==> config.mk <==
export PLATFORM = sky130hd
export DESIGN_NAME = slot_poll_responder
export DESIGN_NICKNAME = d
export VERILOG_FILES = /design/src/rtl/pollrsp_pkg.sv /design/src/rtl/resp_rom.sv /design/src/rtl/crc_unit.sv /design/src/rtl/slot_sched.sv /design/src/rtl/slot_poll_responder.sv
export SDC_FILE = /design/constraint.sdc
export NUM_CORES = 1
export LEC_CHECK = 0
export BUFFER_PORTS_ARGS = -buffer_cell sky130_fd_sc_hd__buf_2
export CORE_MARGIN = 5
export CORE_UTILIZATION = 50
export CTS_CLUSTER_DIAMETER = 200
export DETAILED_ROUTE_END_ITERATION = 8
export GPL_ROUTABILITY_DRIVEN = 1
export GPL_TIMING_DRIVEN = 0
export PLACE_DENSITY_LB_ADDON = 0.2
export SLEW_MARGIN = 20
export SYNTH_ARGS = -nofsm -noshare
export SYNTH_HDL_FRONTEND = slang
export SYNTH_SLANG_ARGS = --single-unit
==> constraint.sdc <==
create_clock -name clk_i -period 4.61 [get_ports clk_i]
set_input_delay 0.2305 -clock clk_i [delete_from_list [all_inputs] [get_ports clk_i]]
set_output_delay 0.2305 -clock clk_i [all_outputs]
set_load 0.01 [all_outputs]
==> src/rtl/pollrsp_pkg.sv <==
package pollrsp_pkg;
  typedef enum logic [1:0] {
    RSP_POLL_S = 2'd0,
    RSP_POLL_L = 2'd1,
    RSP_READ   = 2'd2,
    RSP_NONE   = 2'd3
  } rsp_kind_e;

  localparam int unsigned IDX_W = 6;
  localparam logic [7:0] SYNC_HI  = 8'hB2;
  localparam logic [7:0] SYNC_LO  = 8'h4D;
  localparam logic [7:0] CMD_POLL = 8'h00;
  localparam logic [7:0] CMD_READ = 8'h06;
  localparam logic [7:0] ACK_POLL = 8'h01;
  localparam logic [7:0] ACK_READ = 8'h07;
  // byte k of a field sits at [top-8k -: 8]
  localparam logic [63:0]  POLL_PARAM = 64'h00F1_0000_0001_4300;
  localparam logic [151:0] READ_TAIL  =
    152'h0000_0110_0401_000D_0000_0000_0001_0000_0000_23;

  function automatic logic [IDX_W-1:0] rsp_len(rsp_kind_e k);
    case (k)
      RSP_POLL_S: return IDX_W'(22);
      RSP_POLL_L: return IDX_W'(24);
      RSP_READ:   return IDX_W'(33);
      default:    return '0;
    endcase
  endfunction

  function automatic logic [15:0] crc_step(logic [15:0] c, logic [7:0] d);
    logic [15:0] r;
    logic        fb;
    r = c;
    for (int i = 7; i >= 0; i--) begin
      fb = r[15] ^ d[i];
      r  = {r[14:0], 1'b0};
      if (fb) r = r ^ 16'h1021;
    end
    return r;
  endfunction
endpackage

==> src/rtl/resp_rom.sv <==
module resp_rom
  import pollrsp_pkg::*;
#(
  parameter logic [15:0] SYS_CODE = 16'h88B4
) (
  input  rsp_kind_e        kind_i,
  input  logic [IDX_W-1:0] idx_i,
  input  logic [63:0]      id_i,
  input  logic [15:0]      crc_i,
  output logic [7:0]       byte_o
);
  logic [IDX_W-1:0] len_w;
  logic [IDX_W-1:0] last_w;
  int               k;

  assign len_w  = rsp_len(kind_i);
  assign last_w = len_w - IDX_W'(1);

  always_comb begin
    k      = int'(idx_i);
    byte_o = 8'h00;
    if (idx_i >= len_w)               byte_o = 8'h00;
    else if (idx_i == 0)              byte_o = SYNC_HI;
    else if (idx_i == 1)              byte_o = SYNC_LO;
    else if (idx_i == 2)              byte_o = 8'(len_w) - 8'd4;
    else if (idx_i == 3)              byte_o = (kind_i == RSP_READ) ? ACK_READ : ACK_POLL;
    else if (idx_i == last_w - IDX_W'(1)) byte_o = crc_i[15:8];
    else if (idx_i == last_w)         byte_o = crc_i[7:0];
    else if (k < 12)                  byte_o = id_i[63-8*(k-4) -: 8];
    else if (kind_i == RSP_READ)      byte_o = READ_TAIL[151-8*(k-12) -: 8];
    else if (k < 20)                  byte_o = POLL_PARAM[63-8*(k-12) -: 8];
    else if (k == 20)                 byte_o = SYS_CODE[15:8];
    else                              byte_o = SYS_CODE[7:0];
  end
endmodule

==> src/rtl/crc_unit.sv <==
module crc_unit
  import pollrsp_pkg::*;
#(
  parameter logic [15:0] SYS_CODE = 16'h88B4
) (
  input  logic        clk_i,
  input  logic        rst_ni,
  input  logic        start_i,
  input  logic [63:0] id_i,
  input  rsp_kind_e   rd_kind_i,
  output logic        busy_o,
  output logic [15:0] crc_o
);
  rsp_kind_e        kind_q;
  logic [IDX_W-1:0] idx_q;
  logic [15:0]      acc_q;
  logic             busy_q;
  logic [15:0]      crc_q [4];
  logic [7:0]       rom_byte;
  logic [15:0]      acc_n;

  resp_rom #(.SYS_CODE(SYS_CODE)) u_rom (
    .kind_i(kind_q), .idx_i(idx_q), .id_i(id_i), .crc_i(16'h0000), .byte_o(rom_byte)
  );

  assign acc_n  = crc_step(acc_q, rom_byte);
  assign busy_o = busy_q;
  assign crc_o  = crc_q[rd_kind_i];

  always_ff @(posedge clk_i or negedge rst_ni) begin
    if (!rst_ni) begin
      busy_q <= 1'b1;
      kind_q <= RSP_POLL_S;
      idx_q  <= IDX_W'(2);
      acc_q  <= '0;
      for (int i = 0; i < 4; i++) crc_q[i] <= '0;
    end else if (start_i) begin
      busy_q <= 1'b1;
      kind_q <= RSP_POLL_S;
      idx_q  <= IDX_W'(2);
      acc_q  <= '0;
    end else if (busy_q) begin
      if (idx_q == rsp_len(kind_q) - IDX_W'(3)) begin
        crc_q[kind_q] <= acc_n;
        acc_q         <= '0;
        idx_q         <= IDX_W'(2);
        if (kind_q == RSP_READ) busy_q <= 1'b0;
        else                    kind_q <= rsp_kind_e'(kind_q + 2'd1);
      end else begin
        acc_q <= acc_n;
        idx_q <= idx_q + IDX_W'(1);
      end
    end
  end

  a_r8_restart_busy: assert property (@(posedge clk_i) disable iff (!rst_ni)
    start_i |=> busy_o);
  a_r8_ends_on_read: assert property (@(posedge clk_i) disable iff (!rst_ni)
    $fell(busy_q) |-> $past(kind_q) == RSP_READ);
endmodule

==> src/rtl/slot_sched.sv <==
module slot_sched #(
  parameter int unsigned SLOT_W      = 5,
  parameter int unsigned TICK_W      = 32,
  parameter int unsigned SLOT0_TICKS = 2048,
  parameter int unsigned SLOT_TICKS  = 1024
) (
  input  logic              clk_i,
  input  logic              rst_ni,
  input  logic              take_i,
  input  logic [7:0]        max_i,
  input  logic [TICK_W-1:0] eof_i,
  output logic [TICK_W-1:0] at_o
);
  logic [SLOT_W-1:0] slot_q;
  logic [SLOT_W-1:0] slot_use;

  assign slot_use = (8'(slot_q) > max_i) ? '0 : slot_q;
  assign at_o = eof_i + TICK_W'(SLOT0_TICKS) + TICK_W'(slot_use) * TICK_W'(SLOT_TICKS)
              + TICK_W'(1);

  always_ff @(posedge clk_i or negedge rst_ni) begin
    if (!rst_ni)     slot_q <= '0;
    else if (take_i) slot_q <= slot_use + SLOT_W'(1);
  end

  a_r4_slot_advance: assert property (@(posedge clk_i) disable iff (!rst_ni)
    (take_i && 8'(slot_q) <= max_i) |=> slot_q == $past(slot_q) + SLOT_W'(1));
  a_r5_slot_wrap: assert property (@(posedge clk_i) disable iff (!rst_ni)
    (take_i && 8'(slot_q) > max_i) |=> slot_q == SLOT_W'(1));
  a_r4_slot_hold: assert property (@(posedge clk_i) disable iff (!rst_ni)
    !take_i |=> $stable(slot_q));
endmodule

==> src/rtl/slot_poll_responder.sv <==
module slot_poll_responder
  import pollrsp_pkg::*;
#(
  parameter int unsigned TICK_W      = 32,
  parameter int unsigned SLOT_W      = 5,
  parameter int unsigned SLOT0_TICKS = 2048,
  parameter int unsigned SLOT_TICKS  = 1024,
  parameter logic [15:0] SYS_CODE    = 16'h88B4
) (
  input  logic              clk_i,
  input  logic              rst_ni,
  input  logic              cfg_we_i,
  input  logic [2:0]        cfg_addr_i,
  input  logic [7:0]        cfg_data_i,
  input  logic              rx_done_i,
  input  logic              rx_crc_ok_i,
  input  logic [7:0]        rx_len_i,
  input  logic [7:0]        rx_cmd_i,
  input  logic [7:0]        rx_req_i,
  input  logic [7:0]        rx_maxslot_i,
  input  logic [TICK_W-1:0] rx_eof_i,
  output logic              rx_clear_o,
  output logic              listen_o,
  output logic              tx_start_o,
  output logic [5:0]        tx_len_o,
  output logic [TICK_W-1:0] tx_at_o,
  input  logic [5:0]        tx_idx_i,
  output logic [7:0]        tx_byte_o,
  input  logic              tx_done_i
);
  typedef enum logic [1:0] {ST_CRC, ST_LISTEN, ST_TX} state_e;

  state_e            state_q;
  rsp_kind_e         kind_q;
  rsp_kind_e         pick;
  logic [TICK_W-1:0] at_q;
  logic [TICK_W-1:0] slot_at;
  logic [63:0]       id_q;
  logic [15:0]       crc_w;
  logic              start_q;
  logic              clear_q;
  logic              crc_busy;
  logic              is_poll;
  logic              is_read;
  logic              accept;
  logic              take;

  assign is_poll = (rx_len_i == 8'd6) && (rx_cmd_i == CMD_POLL);
  assign is_read = (rx_len_i > 8'd5) && (rx_cmd_i == CMD_READ);
  assign accept  = (state_q == ST_LISTEN) && rx_done_i && !cfg_we_i;

  always_comb begin
    pick = RSP_NONE;
    if (rx_crc_ok_i) begin
      if (is_poll && rx_req_i == 8'd0)      pick = RSP_POLL_S;
      else if (is_poll && rx_req_i == 8'd1) pick = RSP_POLL_L;
      else if (is_read)                     pick = RSP_READ;
    end
  end

  assign take = accept && (pick == RSP_POLL_S || pick == RSP_POLL_L);

  always_ff @(posedge clk_i or negedge rst_ni) begin
    if (!rst_ni)       id_q <= '0;
    else if (cfg_we_i) id_q[63-8*int'(cfg_addr_i) -: 8] <= cfg_data_i;
  end

  crc_unit #(.SYS_CODE(SYS_CODE)) u_crc (
    .clk_i(clk_i), .rst_ni(rst_ni), .start_i(cfg_we_i), .id_i(id_q),
    .rd_kind_i(kind_q), .busy_o(crc_busy), .crc_o(crc_w)
  );

  slot_sched #(
    .SLOT_W(SLOT_W), .TICK_W(TICK_W), .SLOT0_TICKS(SLOT0_TICKS), .SLOT_TICKS(SLOT_TICKS)
  ) u_slot (
    .clk_i(clk_i), .rst_ni(rst_ni), .take_i(take), .max_i(rx_maxslot_i),
    .eof_i(rx_eof_i), .at_o(slot_at)
  );

  resp_rom #(.SYS_CODE(SYS_CODE)) u_out (
    .kind_i(kind_q), .idx_i(tx_idx_i), .id_i(id_q), .crc_i(crc_w), .byte_o(tx_byte_o)
  );

  always_ff @(posedge clk_i or negedge rst_ni) begin
    if (!rst_ni) begin
      state_q <= ST_CRC;
      kind_q  <= RSP_NONE;
      at_q    <= '0;
      start_q <= 1'b0;
      clear_q <= 1'b0;
    end else begin
      start_q <= 1'b0;
      clear_q <= 1'b0;
      case (state_q)
        ST_CRC: if (!crc_busy && !cfg_we_i) state_q <= ST_LISTEN;
        ST_LISTEN: begin
          if (cfg_we_i) state_q <= ST_CRC;
          else if (accept) begin
            if (pick != RSP_NONE) begin
              kind_q  <= pick;
              at_q    <= (pick == RSP_READ) ? rx_eof_i : slot_at;
              start_q <= 1'b1;
              state_q <= ST_TX;
            end else begin
              clear_q <= 1'b1;
            end
          end
        end
        ST_TX: if (tx_done_i) begin
          state_q <= ST_LISTEN;
          clear_q <= 1'b1;
        end
        default: state_q <= ST_CRC;
      endcase
    end
  end

  assign listen_o   = (state_q == ST_LISTEN);
  assign tx_start_o = start_q;
  assign rx_clear_o = clear_q;
  assign tx_len_o   = rsp_len(kind_q);
  assign tx_at_o    = at_q;

  a_r9_start_leaves_listen: assert property (@(posedge clk_i) disable iff (!rst_ni)
    tx_start_o |-> !listen_o);
  a_r9_start_pulse: assert property (@(posedge clk_i) disable iff (!rst_ni)
    tx_start_o |=> !tx_start_o);
  a_r9_done_returns: assert property (@(posedge clk_i) disable iff (!rst_ni)
    (state_q == ST_TX && tx_done_i) |=> (listen_o && rx_clear_o));
  a_r7_bad_crc_silent: assert property (@(posedge clk_i) disable iff (!rst_ni)
    (listen_o && rx_done_i && !rx_crc_ok_i && !cfg_we_i) |=> (!tx_start_o && rx_clear_o && listen_o));
  a_r3_unknown_req: assert property (@(posedge clk_i) disable iff (!rst_ni)
    (listen_o && rx_done_i && rx_crc_ok_i && is_poll && rx_req_i > 8'd1 && !cfg_we_i)
      |=> (!tx_start_o && rx_clear_o));
  a_r8_quiet_while_crc: assert property (@(posedge clk_i) disable iff (!rst_ni)
    crc_busy |-> !tx_start_o);
endmodule

After elaboration in Yosys (flattened, before gate mapping)
Cells that the tools add are included.
{"block": "word_totals", "register_bits": 196, "in_bits": 87, "output_inout_bits": 49, "wordCells": 212}
{"block": "classes", "addsub": 25, "magnitude_cmp": 11, "eq_ne": 30, "n_shift": 8, "mux": 78, "n_bitwise": 19, "reduce_logical": 26}
{"op": "$shiftx 159x32->8 const A", "n": 2}
{"op": "$mux 8", "n": 20}
{"op": "$bwmux 64", "n": 2}
{"op": "$mux 13", "n": 8}
{"op": "$mux 16", "n": 6}
{"op": "$shift 8x33->71 const A", "n": 1}
{"op": "$shiftx 71x11->8", "n": 1}
{"op": "$shiftx 71x11->8 const A", "n": 1}
{"op": "$shiftx 71x32->8", "n": 1}
{"op": "$shiftx 71x32->8 const A", "n": 1}
{"op": "$shiftx 8x33->71", "n": 1}
{"op": "$sub 7x32->32 const A", "n": 2}
{"op": "$mux 6", "n": 7}
{"op": "$pmux 6 s3", "n": 2}
{"op": "$neg 7->33", "n": 1}
{"op": "$add 32x1->32 const B", "n": 1}
{"op": "$add 32x12->32 const B", "n": 1}
{"op": "$add 32x15->32", "n": 1}
{"op": "$bmux 16 s2", "n": 1}
{"op": "$demux 16 s2", "n": 1}
{"op": "$mux 32", "n": 1}
{"op": "$sub 9x32->32 const A", "n": 1}
{"op": "$eq 6x6->1", "n": 5}
{"op": "$sub 6x3->7 const B", "n": 4}
{"op": "other kinds (44)", "n": 125}

Depth between registers and ports, before layout
Gate-level depths: netlist of the first run.
{"block": "depth", "depth_word": 32, "ltp_mapped": 19, "mapped_depth_nobuf": 19}

Hierarchy
From an unflattened synthesis of the first run, not the netlist that was laid out.
{"block": "unflattened", "hier_cells": 1301, "hier_area_um2": 14092.3}
{"mod": "slot_poll_responder", "n_inst": 1, "cells_per_inst": 343, "area_each_um2": 4488.1, "seq_area_each_um2": 2555.0}
{"mod": "crc_unit", "n_inst": 1, "cells_per_inst": 297, "area_each_um2": 4351.7, "seq_area_each_um2": 2229.6}
{"mod": "resp_rom at u_out", "n_inst": 1, "cells_per_inst": 272, "area_each_um2": 2114.5, "seq_area_each_um2": 0.0}
{"mod": "resp_rom at u_crc.u_rom", "n_inst": 1, "cells_per_inst": 243, "area_each_um2": 1903.1, "seq_area_each_um2": 0.0}
{"mod": "slot_sched", "n_inst": 1, "cells_per_inst": 146, "area_each_um2": 1234.9, "seq_area_each_um2": 125.1}

Worst setup path after synthesis of the first run
OpenSTA, ideal clock, no wires.
{"block": "synth_path", "path_type": "register to output", "from": "register kind_q[0]", "to": "output port tx_byte_o[4]", "t_arrival_ps": 3869, "required_ps": 4379, "slack_ps": 511, "path_stages_with_launch": 12, "path_buffers": 4, "path_cell_list": "dfstp_2 > clkbuf_1 > buf_1 > clkbuf_1 > nor2_1 > inv_1 > ha_1 > nor4b_1 > clkbuf_1 > a21oi_1 > o31a_1 > nor3_1"}
{"block": "synth_via", "elab_chain_len": 11, "word_cells_on_any_way": 23, "cone_classes": "3 x add/sub; 1 x order compare; 4 x eq/ne; 13 x mux; 1 x bitwise; 1 x reduce/logical"}
{"item": "start, declared", "line_no": "slot_poll_responder.sv:34", "rtl": "rsp_kind_e kind_q;"}
{"item": "start signal, assigned", "line_no": "slot_poll_responder.sv:100", "rtl": "kind_q <= pick;"}
{"item": "$eq 2x2->1, or another cell as far along"}
{"item": "$pmux 6 s3 (*)"}
{"item": "via tx_len_o[1]", "line_no": "slot_poll_responder.sv:25", "rtl": "output logic [5:0] tx_len_o,"}
{"item": "$sub 6x1->6", "line_no": "resp_rom.sv:17", "rtl": "assign last_w = len_w - IDX_W'(1);"}
{"item": "$sub 6x1->6 / $eq 6x6->1 (equally long branches)", "line_no": "resp_rom.sv:27, resp_rom.sv:28"}
{"item": "$eq 6x6->1 / $mux 8 (equally long branches)", "line_no": "resp_rom.sv:27, resp_rom.sv:28"}
{"item": "$mux 8", "line_no": "resp_rom.sv:27", "rtl": "else if (idx_i == last_w - IDX_W'(1)) byte_o = crc_i[15:8];"}
{"item": "$mux 8", "line_no": "resp_rom.sv:26", "rtl": "else if (idx_i == 3) byte_o = (kind_i == RSP_READ) ? ACK_READ : ACK_POLL;"}
{"item": "$mux 8", "line_no": "resp_rom.sv:25", "rtl": "else if (idx_i == 2) byte_o = 8'(len_w) - 8'd4;"}
{"item": "$mux 8", "line_no": "resp_rom.sv:24", "rtl": "else if (idx_i == 1) byte_o = SYNC_LO;"}
{"item": "$mux 8", "line_no": "resp_rom.sv:23", "rtl": "else if (idx_i == 0) byte_o = SYNC_HI;"}
{"item": "$mux 8 (*)", "line_no": "resp_rom.sv:22", "rtl": "if (idx_i >= len_w) byte_o = 8'h00;"}
{"item": "end, declared", "line_no": "slot_poll_responder.sv:28", "rtl": "output logic [7:0] tx_byte_o,"}
The timed path passes the listed nets; every way through them passes the cells marked *. The select of a mux whose other input is x is not followed.

Worst setup path after layout of the first run
{"block": "layout_path", "from": "register u_crc.idx_q[2]", "to": "register u_crc.crc_q[60] (netlist name)"}
{"block": "layout_via", "elab_chain_len": 24, "word_cells_on_any_way": 44, "cone_classes": "5 x add/sub; 3 x order compare; 7 x eq/ne; 3 x shift; 20 x mux; 4 x bitwise; 2 x reduce/logical"}
{"item": "start, declared", "line_no": "crc_unit.sv:15", "rtl": "logic [IDX_W-1:0] idx_q;"}
{"item": "start signal, assigned", "line_no": "crc_unit.sv:51", "rtl": "idx_q <= idx_q + IDX_W'(1);"}
{"item": "$sub 6x4->7", "line_no": "resp_rom.sv:30, resp_rom.sv:31"}
{"item": "$sub 7x10->11", "line_no": "resp_rom.sv:31", "rtl": "else if (k < 20) byte_o = POLL_PARAM[63-8*(k-12) -: 8];"}
{"item": "$shiftx 71x11->8", "line_no": "resp_rom.sv:31"}
{"item": "$mux 8", "line_no": "resp_rom.sv:31"}
{"item": "$mux 8", "line_no": "resp_rom.sv:30", "rtl": "else if (kind_i == RSP_READ) byte_o = READ_TAIL[151-8*(k-12) -: 8];"}
{"item": "$mux 8", "line_no": "resp_rom.sv:29", "rtl": "else if (k < 12) byte_o = id_i[63-8*(k-4) -: 8];"}
{"item": "$mux 8", "line_no": "resp_rom.sv:28", "rtl": "else if (idx_i == last_w) byte_o = crc_i[7:0];"}
{"item": "$mux 8", "line_no": "resp_rom.sv:27"}
{"item": "[... 2 more ...]"}
{"item": "$mux 8", "line_no": "resp_rom.sv:24"}
{"item": "$mux 8", "line_no": "resp_rom.sv:23"}
{"item": "$mux 8", "line_no": "resp_rom.sv:22"}
{"item": "$xor 1x1->1", "line_no": "pollrsp_pkg.sv:35", "rtl": "fb = r[15] ^ d[i];"}
{"item": "$mux 13 (7 in series)", "line_no": "pollrsp_pkg.sv:37", "rtl": "if (fb) r = r ^ 16'h1021;"}
{"item": "$not 3->3 (no line)"}
{"item": "$mux 13", "line_no": "pollrsp_pkg.sv:37"}
{"item": "$bwmux 64", "line_no": "crc_unit.sv:44", "rtl": "crc_q[kind_q] <= acc_n;"}
{"item": "end signal, assigned by index", "line_no": "crc_unit.sv:44"}
{"item": "end, declared", "line_no": "crc_unit.sv:18", "rtl": "logic [15:0] crc_q [4];"}
Parallel ways exist; a longest one is shown, timed or not.
A chain may end at the register's enable or synchronous reset.

==> qor.yml, run 1 <==
status:
  status: "finished, final reports clean"
synth:
  synth.avg_cell_area_um2: 10.1
  yosysTopAreaCell: "dfrtp_1"
  synth.area.top_cells: "dfrtp_1 36%, mux2_2 7.2%, ha_1 6.6%"
  synth_common_cells: "192 x dfrtp_1, 159 x nand2_1, 97 x o21ai_0"
  ys_ff_latch: 196
  synth_edf_count: 0
  synthArstFlopShare: 1.00
  synth-main-ff-cell: "dfrtp_1"
  syn-num-nets: 1465
  syn_inst: 1308
  synth.most_common_cell: "dfrtp_1"
  synth_top_area_frac: 0.364
  yosysSeqAreaShare: 0.372
  ys_warn_count: 0
  netlist-cell-type-count: 95
  netlist_area_um2: 13200
global_route:
  track_usage: 0.248
  grt_pass1_vias: 10700
  grt_antenna_before_repair: 2
  grt_pass1_wl_um: 58200
  grt_max_degree: 100
  overflow: 0
clock_network:
  cts_root_buf: "clkbuf_16"
  clk_latency_ps: 440
  h-tree-depth: 4
  post_cts_buffers: 0
  tritoncts: "done"
  cts.clk_slew.worst_paths_ps: 90
  clkSinkCount: 196
  clockBufferDepth: 2
  numCtsBuffers: 17
critical_path:
  path_buf_inv: 3
  slowest_stage: "dfrtp_1"
  r2r_cells: 14
  r2r_slack_ps: 200
  reg2reg_from: "u_crc.idx_q[2]$_DFFE_PN0N_"
  cp_top_family: "XOR/XNOR gates"
  critPathMaxFanout: 10
  start_kind: "flop"
  critPathKind: "reg -> reg"
  path_cells: "buf_6 > inv_2 > ha_1 > inv_1 > ha_1 > nor3_2 > o211ai_4 > o311ai_4 > o2111ai_1 > o21ai_2 > xor2_4 > xnor3_2 > xnor2_2 > o21ai_1"
  max_stage_delay_ps: 570
  reg2reg_to: "u_crc.crc_q[60]$_DFFE_PN0P_"
  worst-path-stages: 14
  path_common_cell: "ha_1"
  startpoint: "u_crc.idx_q[2]$_DFFE_PN0N_"
  worstPathArrival_ps: 4720
  crit_required_ps: 4930
  crit_end: "u_crc.crc_q[60]$_DFFE_PN0P_"
  crit_path_end_kind: "flop"
sta:
  period_needed_ps: 4410
  setup_viol: 0
  slew_viol_final: 0
  fin_skew_ps: 15.1
  max_freq_mhz: 227
  layout_worst_path_cycle_share: 0.956
  timing.final.ws_setup_ps: 204
  max-slew-margin-rel: 0.428
  hold_viol: 0
  tightest_slew_ps: 853
  grt_setup_unrepaired: "false"
routing:
  wl_per_cell_um: 19.8
  routed_wl_um: 35800
  drtIter0Drc: 783
  dr.pass1.iters: 5
  vias: 10800
  drc: 0
  ant_nets: 0
  viasPerCell: 5.93
cells_and_area:
  multiInputGateArea_um2: 7870
  drive_above_1_share: 0.243
  fillers: 2294
  nets: 1620
  utilization: 0.580
  regArea_um2: 4910
  fin_cells: 1812
  fin_area_um2: 15100
  area_growth_pct: 14.2
job:
  max_cap_viol_count: 0
placement:
  io_buffers: 132
  gp_congestion: 0.930
  placed_area_um2: 14400
  hpwl_um: 26600
  dp_cells: 1780
  place_ws_ps: -320
floorplan:
  ioPinCount: 136
  coreArea_um2: 26000
  rows: 59
  fp.dieW_um: 172
  dieArea_um2: 29700
  initial_core_util: 0.508
  die_h_um: 172
power_and_ir_drop:
  max-vdd-ir-drop_mv: 0.225
  totalPowerFinal_w: 0.00518
  p_leak_nw: 6.87
  power_density_nw_per_um2: 344
worst_hold_path:
  holdCritPathClass: "in -> reg"
[how the worst min path moves through the flow]
stage | startpoint | to | slack [ps] | depth (start not counted)
final | rx_eof_i[30] | tx_at_o[30]$_DFFE_PN0P_ | 70 | 3
after floorplan | rst_ni | id_q[0]$_DFFE_PN0P_ | -70 | 0
after detailed placement | rst_ni | u_crc.idx_q[4]$_DFFE_PN0N_ | 20 | 1
after global placement | tx_at_o[7]$_DFFE_PN0P_ | tx_at_o[7]$_DFFE_PN0P_ | 460 | 2
after global routing | rx_eof_i[1] | tx_at_o[1]$_DFFE_PN0P_ | 60 | 3
after CTS | rx_eof_i[30] | tx_at_o[30]$_DFFE_PN0P_ | 50 | 3
[layout make-up]
cell class / instances / area share
clock buffers: 17 / 0.0282
clock inverters: 15 / 0.0120
multi-input cells: 999 / 0.522
plain buffers: 66 / 0.0219
diodes: 1 / 0.000166
well taps: 335 / 0.0278
flip-flops and latches: 196 / 0.326
repair buffers: 138 / 0.0503
inverters: 45 / 0.0112
[stage by stage]
step	TNS, ps	hold WS, ps
2_1_floorplan	0	-65.1
3_3_place_gp	-16180	457
3_5_place_dp	-1580	19.5
4_1_cts	0	46.3
5_1_grt	0	64.7
6_report	0	65.5
[kinds of logic (layout without fill, tap and decap cells)]
| family | after synthesis | count (layout) | synth area share |
|---|---|---|---|
| xor gates and xnor gates | 84 | 84 | 0.0650 |
| and+or+nand+nor | 408 | 408 | 0.153 |
| AOI/OAI and AO/OA | 288 | 288 | 0.136 |
| muxes | 149 | 149 | 0.169 |
| adders and majority gates | 70 | 70 | 0.0664 |
| other | 0 | 1 | 0 |
| buffers and inverters | 113 | 281 | 0.0379 |
| DFF | 196 | 196 | 0.372 |
[cell usage in the layout (no fill, tap or decap), types with 9 or more instances in the layout]
cell type and count:
dfrtp_1 192, nand2_1 159, buf_2 138, o21ai_0 97, mux2_2 84, nor2_1 78, ha_1 70, a21oi_1 52
inv_1 43, clkbuf_1 41, xnor2_1 39, mux4_2 38, o21ai_1 36, xor2_1 30, nor3_1 26, nand3_1 23
nor2b_1 17, mux2i_1 17, clkbuf_16 17, a31oi_1 15, nand4_1 14, nand2b_1 13, a21o_1 11, mux4_1 10
o31ai_1 9, nor4_1 9, nor3b_1 9
[power by group]
part / switching, W / total, W / leakage (nW) / internal [W]
Clock: 0.000795 / 0.00153 / 0.293 / 0.000738
Combinational: 0.000901 / 0.00157 / 4.00 / 0.000674
Sequential: 0.000155 / 0.00207 / 2.58 / 0.00192
Total: 0.00185 / 0.00518 / 6.87 / 0.00333
[sequential cells by signal, summed over array words and instances, names as in the netlist, 5 cells and up]
| register | flops |
|---|---|
| u_crc.idx_q | 6 |
| u_crc.acc_q | 16 |
| u_slot.slot_q | 5 |
| id_q | 64 |
| u_crc.crc_q | 64 |
| tx_at_o | 32 |
[per-layer routing]
layer | GRT usage | routed length [um]
met5 | 0 | 7
met2 | 0.408 | 17200
met1 | 0.340 | 15600
met4 | 0.0704 | 895
met3 | 0.0407 | 2080
[tightest hold or removal path: cells and delay by family]
| kind | cells | cell delay, ps |
|---|---|---|
| buf+inv | 1 | 100 |
| simple gates | 2 | 140 |
[repair_timing]
| action | 4_1_cts | 5_1_grt |
|---|---|---|
| pin swaps | 0 | 1 |
| hold buffers | 1 | 0 |
| gates resized for setup | 5 | 12 |
| setup endpoints to repair | 8 | 33 |
| endpoints found under the hold margin | 192 | 0 |
Note: power is estimated with default switching activity, not from simulation.
==> inputs of run 2 (changes only) <==
Settings changed: PLACE_DENSITY from default to 0.73, PLACE_DENSITY_LB_ADDON 0.2 to default.
==> run 2 against run 1 <==
Core utilization is essentially flat; critical endpoint is now u_crc.crc_q[28]$_DFFE_PN0P_; non-clock buffer count is the same; routed wire length is essentially flat; flip-flop and latch count is the same; register-to-register slack is essentially flat; cell count is the same; clock power is essentially flat; worst hold slack lost 2.6 ps; design area is essentially flat; power shrank 0.35%.
==> qor.yml, run 2 (synthesis results as in run 1) <==
status:
  status: "finished, final reports clean"
critical_path:
  path_common_cell: "ha_1"
  crit_required_ps: 4920  # about the same
  path_cells: "buf_6 > inv_2 > ha_1 > inv_1 > ha_1 > nor3_2 > o211ai_4 > o311ai_4 > o2111ai_1 > o21ai_2 > xor2_4 > xnor3_2 > xnor2_2 > o21ai_1"
  worstPathArrival_ps: 4700  # -20 ps
  critPathKind: "reg -> reg"
  critPathMaxFanout: 10  # unchanged
  slowest_stage: "dfrtp_2"
  start_kind: "flop"
  max_stage_delay_ps: 520  # -50 ps
  crit_path_end_kind: "flop"
global_route:
  overflow: 0  # unchanged
  grt_antenna_before_repair: 4  # +2
  grt_pass1_wl_um: 58200  # about the same
  track_usage: 0.246  # -0.00155
  grt_max_degree: 101  # +1.0%
  grt_pass1_vias: 10800  # +1.4%
sta:
  tightest_slew_ps: 918  # +65.2 ps
  layout_worst_path_cycle_share: 0.954  # -0.00164
  hold_viol: 0  # unchanged
  max_freq_mhz: 227  # +0.17%
  fin_skew_ps: 15.6  # +0.509 ps
  slew_viol_final: 0  # unchanged
  setup_viol: 0  # unchanged
  max-slew-margin-rel: 0.385  # -0.0437
  period_needed_ps: 4400  # -7.58 ps
  grt_setup_unrepaired: "false"
placement:
  gp_congestion: 0.967  # +4.0%
  dp_cells: 1779  # -0.056%
  io_buffers: 132  # unchanged
  placed_area_um2: 14400  # about the same
  hpwl_um: 26800  # +0.73%
power_and_ir_drop:
  totalPowerFinal_w: 0.00516  # -0.35%
  p_leak_nw: 6.87  # about the same
  max-vdd-ir-drop_mv: 0.226  # +0.27%
  power_density_nw_per_um2: 343  # -0.37%
floorplan:
  fp.dieW_um: 172  # unchanged
  die_h_um: 172  # unchanged
  rows: 59  # unchanged
  ioPinCount: 136  # unchanged
  initial_core_util: 0.508  # unchanged
  dieArea_um2: 29700  # unchanged
  coreArea_um2: 26000  # unchanged
cells_and_area:
  fin_area_um2: 15100  # about the same
  utilization: 0.580  # about the same
  nets: 1620  # unchanged
  final_cell_mix: "191 x dfrtp_1, 159 x nand2_1, 137 x buf_2"
  drive_above_1_share: 0.244  # +0.000678
  fin_cells: 1812  # unchanged
  final_common_cell: "dfrtp_1"
  fillers: 2241  # -2.3%
  area_growth_pct: 14.2  # about the same
routing:
  vias: 10900  # +1.1%
  drtIter0Drc: 706  # -9.8%
  ant_nets: 0  # unchanged
  routed_wl_um: 35900  # about the same
  viasPerCell: 6.00  # +1.1%
  drc: 0  # unchanged
  dr.pass1.iters: 4  # -1
  wl_per_cell_um: 19.8  # about the same
clock_network:
  clk_latency_ps: 440  # about the same
  numCtsBuffers: 17  # unchanged
  post_cts_buffers: 0  # unchanged
  cts.clk_slew.worst_paths_ps: 80  # about the same
  clkSinkCount: 196  # unchanged
  clockBufferDepth: 2  # unchanged
  tritoncts: "done"
  h-tree-depth: 4  # unchanged
  cts_root_buf: "clkbuf_16"
worst_hold_path:
  holdCritPathClass: "in -> reg"
job:
  max_cap_viol_count: 0  # unchanged
[run 2: cell count changes in the layout (fill, tap and decap cells not counted), sizes merged]
cell	previous run	this run
clkinv	8	12
clkbuf	60	62
inv	52	47
clkinvlp	0	1
buf	160	158
[run 2: area by class of cell]
cell class	instances	area (um^2)	area share
Antenna cell	1	2.50	0.000166
Buffer	67	335	0.0223
Clock buffer	17	425	0.0282
Clock inverter	15	193	0.0128
Inverter	45	169	0.0112
Multi-Input combinational cell	999	7860	0.522
Sequential cell	196	4910	0.326
Tap cell	335	419	0.0278
Timing Repair Buffer	137	751	0.0498
[run 2: through the flow]
stage	setup WS, ps	hold WS (ps)	setup TNS, ps
6_report	212	62.9	0
5_1_grt	5.20	64.7	0
4_1_cts	60.7	55.3	0
3_5_place_dp	-533	142	-3190
3_3_place_gp	-521	457	-3050
2_1_floorplan	511	-65.1	0
[run 2: metal layers]
layer | track usage | vias to the layer above | share of wire
met1 | 0.321 | 5403 | 0.42
met4 | 0.0567 | 6 | 0.018
met5 | 0 | - | 0.0011
met2 | 0.418 | 364 | 0.50
li1 | - | 5039 | -
met3 | 0.0576 | 54 | 0.069
[run 2: path summary, 6_finish.rpt]
| path | start | to | slack, ps | depth (start not counted) |
|---|---|---|---|---|
| max | u_crc.idx_q[2]$_DFFE_PN0N_ | u_crc.crc_q[28]$_DFFE_PN0P_ | 210 | 14 |
| max reg2reg | u_crc.idx_q[2]$_DFFE_PN0N_ | u_crc.crc_q[28]$_DFFE_PN0P_ | 210 | 14 |
| min in group asynchronous | rst_ni | tx_at_o[23]$_DFFE_PN0P_ | 260 | 2 |
| min reg2reg | tx_at_o[8]$_DFFE_PN0P_ | tx_at_o[8]$_DFFE_PN0P_ | 480 | 2 |
| max in group asynchronous | rst_ni | u_crc.crc_q[18]$_DFFE_PN0P_ | 3210 | 4 |
| min | rx_eof_i[30] | tx_at_o[30]$_DFFE_PN0P_ | 60 | 3 |
[run 2: power by group]
group          switching, W  leakage (nW)  internal, W
logic              0.000901          4.00     0.000665
clock network      0.000783         0.292     0.000739
registers          0.000157          2.58      0.00192
[run 2: timing repair]
action | CTS | global route
endpoints found under the setup margin | 8 | 43
hold buffers | 1 | 0
cloned | 0 | 0
endpoints found under the hold margin | 39 | 0
resized for setup | 8 | 11
[run 2: worst max-delay path: cells and delay by family (launching register included)]
kind	cells	cell delay (ps)
buffers and inverters	3	500
xor gates and xnor gates	3	1180
adders and majority gates	2	820
DFF	1	520
AOI/OAI and AO/OA	5	970
and+or+nand+nor	1	270
==> inputs of run 3 (changes only) <==
Settings changed: CAP_MARGIN from default to 10, PLACE_DENSITY 0.73 to 0.76.
Clock period 4.61 ns to 3.6 ns, I/O delays scaled along.
==> run 3 against run 2 <==
Power up 42%; flip-flop and latch count stayed put; global-route usage up 1.1 points; worst hold slack worse by 53 ps; first-iteration DRC count up 15%; largest cell class unchanged.
==> qor.yml, run 3 (synthesis results as in run 1) <==
status:
  status: "finished, final reports clean"
cells_and_area:
  nets: 1663  # +2.7%
  fin_cells: 1855  # +2.4%
  drive_above_1_share: 0.337  # +0.0932
  area_growth_pct: 23.6
  utilization: 0.627  # +0.0474
  final_cell_mix: "188 x dfrtp_1, 153 x nand2_1, 134 x buf_2"
  final_common_cell: "dfrtp_1"
sta:
  hold_viol: 0  # unchanged
  tightest_slew_ps: 849  # -69.1 ps
  tns_ps: 0  # unchanged
  layout_worst_path_cycle_share: 0.994  # +0.0395
  max_freq_mhz: 280  # +23%
  timing.final.ws_setup_ps: 23.2  # -189 ps
  period_needed_ps: 3580  # -821 ps
  max-slew-margin-rel: 0.431  # +0.0463
  setup_viol: 0  # unchanged
  slew_viol_final: 0  # unchanged
  fin_skew_ps: 15.8  # +0.173 ps
  grt_setup_unrepaired: "true"
placement:
  io_buffers: 132  # unchanged
  gp_congestion: 0.948  # -2.0%
  dp_cells: 1780  # +0.056%
  place_ws_ps: -888  # -355 ps
  hpwl_um: 26800  # +0.29%
routing:
  drc: 0  # unchanged
  ant_nets: 0  # unchanged
  wl_per_cell_um: 20.8  # +5.1%
  dr.pass1.iters: 7  # +3
  routed_wl_um: 38600  # +7.6%
  drtIter0Drc: 811  # +15%
  vias: 11400  # +4.7%
  viasPerCell: 6.13  # +2.3%
clock_network:
  clockBufferDepth: 2  # unchanged
  clkSinkCount: 196  # unchanged
  tritoncts: "done"
  cts.clk_slew.worst_paths_ps: 90  # about the same
  numCtsBuffers: 17  # unchanged
  cts_root_buf: "clkbuf_16"
  h-tree-depth: 4  # unchanged
  clk_latency_ps: 450  # about the same
floorplan:
  die_h_um: 172  # unchanged
  ioPinCount: 136  # unchanged
  initial_core_util: 0.508  # unchanged
  fp.dieW_um: 172  # unchanged
  rows: 59  # unchanged
  dieArea_um2: 29700  # unchanged
  coreArea_um2: 26000  # unchanged
power_and_ir_drop:
  p_leak_nw: 7.28  # +6.1%
  max-vdd-ir-drop_mv: 0.364  # +61%
  power_density_nw_per_um2: 450  # +31%
global_route:
  track_usage: 0.257  # +0.0107
  overflow: 0  # unchanged
  grt_max_degree: 99  # -2.0%
  grt_pass1_vias: 11500  # +5.9%
  grt_pass1_wl_um: 60600  # +4.1%
  grt_antenna_before_repair: 4  # unchanged
critical_path:
  crit_required_ps: 3910  # -1010 ps
  crit_path_end_kind: "flop"
  r2r_cells: 15  # +1
  critPathKind: "reg -> reg"
  start_kind: "flop"
  critPathMaxFanout: 10  # unchanged
  worstPathArrival_ps: 3880  # -820 ps
job:
  max_cap_viol_count: 0  # unchanged
worst_hold_path:
  holdCritPathClass: "in -> reg"
  min_path_cells: 3  # unchanged
run 3: where the power goes:
part	internal (W)	switching [W]
combinational	0.00124	0.00141
clock	0.000960	0.00103
sequential	0.00246	0.000229
run 3: cell type report:
class,instances,area [um^2]
tap,335,419
timing repair buffer,188,1150
antenna,1,2.50
clock buffer,17,425
multi-input combinational,999,8600
clock inverter,15,196
sequential,196,4920
buffer,59,403
inverter,45,186
fill,2029,9690
run 3: per-layer routing:
layer	vias to the layer above	routed length [um]	global-route usage
met3	79	3080	0.0599
met4	2	1100	0.0858
met2	538	19500	0.439
met1	5618	15000	0.322
li1	5143	-	-
met5	-	7	0
run 3: path summary, 6_finish.rpt:
check	start	endpoint	slack, ps
setup / recovery	u_crc.idx_q[4]$_DFFE_PN0N_	u_crc.acc_q[6]$_DFFE_PN0N_	20
hold / removal	rx_eof_i[30]	tx_at_o[30]$_DFFE_PN0P_	10
setup reg to reg	u_crc.idx_q[4]$_DFFE_PN0N_	u_crc.acc_q[6]$_DFFE_PN0N_	20
hold reg to reg	u_crc.crc_q[58]$_DFFE_PN0P_	u_crc.crc_q[58]$_DFFE_PN0P_	490
max in group asynchronous	rst_ni	u_crc.kind_q[1]$_DFFE_PN0P_	2360
min in group asynchronous	rst_ni	tx_at_o[22]$_DFFE_PN0P_	100
run 3: worst max-delay path, stage by stage (launching register included):
cell	delay, ps
dfrtp_1	380
buf_4	170
buf_6	150
buf_8	160
xnor2_2	150
ha_4	190
xor2_4	170
xnor2_4	450
o31ai_4	90
and3_4	250
a2111oi_4	380
o31ai_4	140
xnor2_2	310
buf_6	170
xnor2_4	150
o21ai_1	110
run 3: metrics by stage:
step	cell area, um^2	power, W	hold slack, ps
finish	16300	0.00733	10.1
global route	16300	0.00764	3.78
CTS	15600	0.00704	0.779
detailed placement	14400	0.00465	-40.7
global placement	14300	0.00457	454
floorplan	13200	0.00401	-116
run 3: timing repair:
item | 4_1_cts | 5_1_grt
gates resized for setup | 95 | 113
hold endpoints to repair | 97 | 0
pin swaps | 26 | 39
setup endpoints to repair | 102 | 96
hold buffers | 1 | 0
buffers inserted | 20 | 30
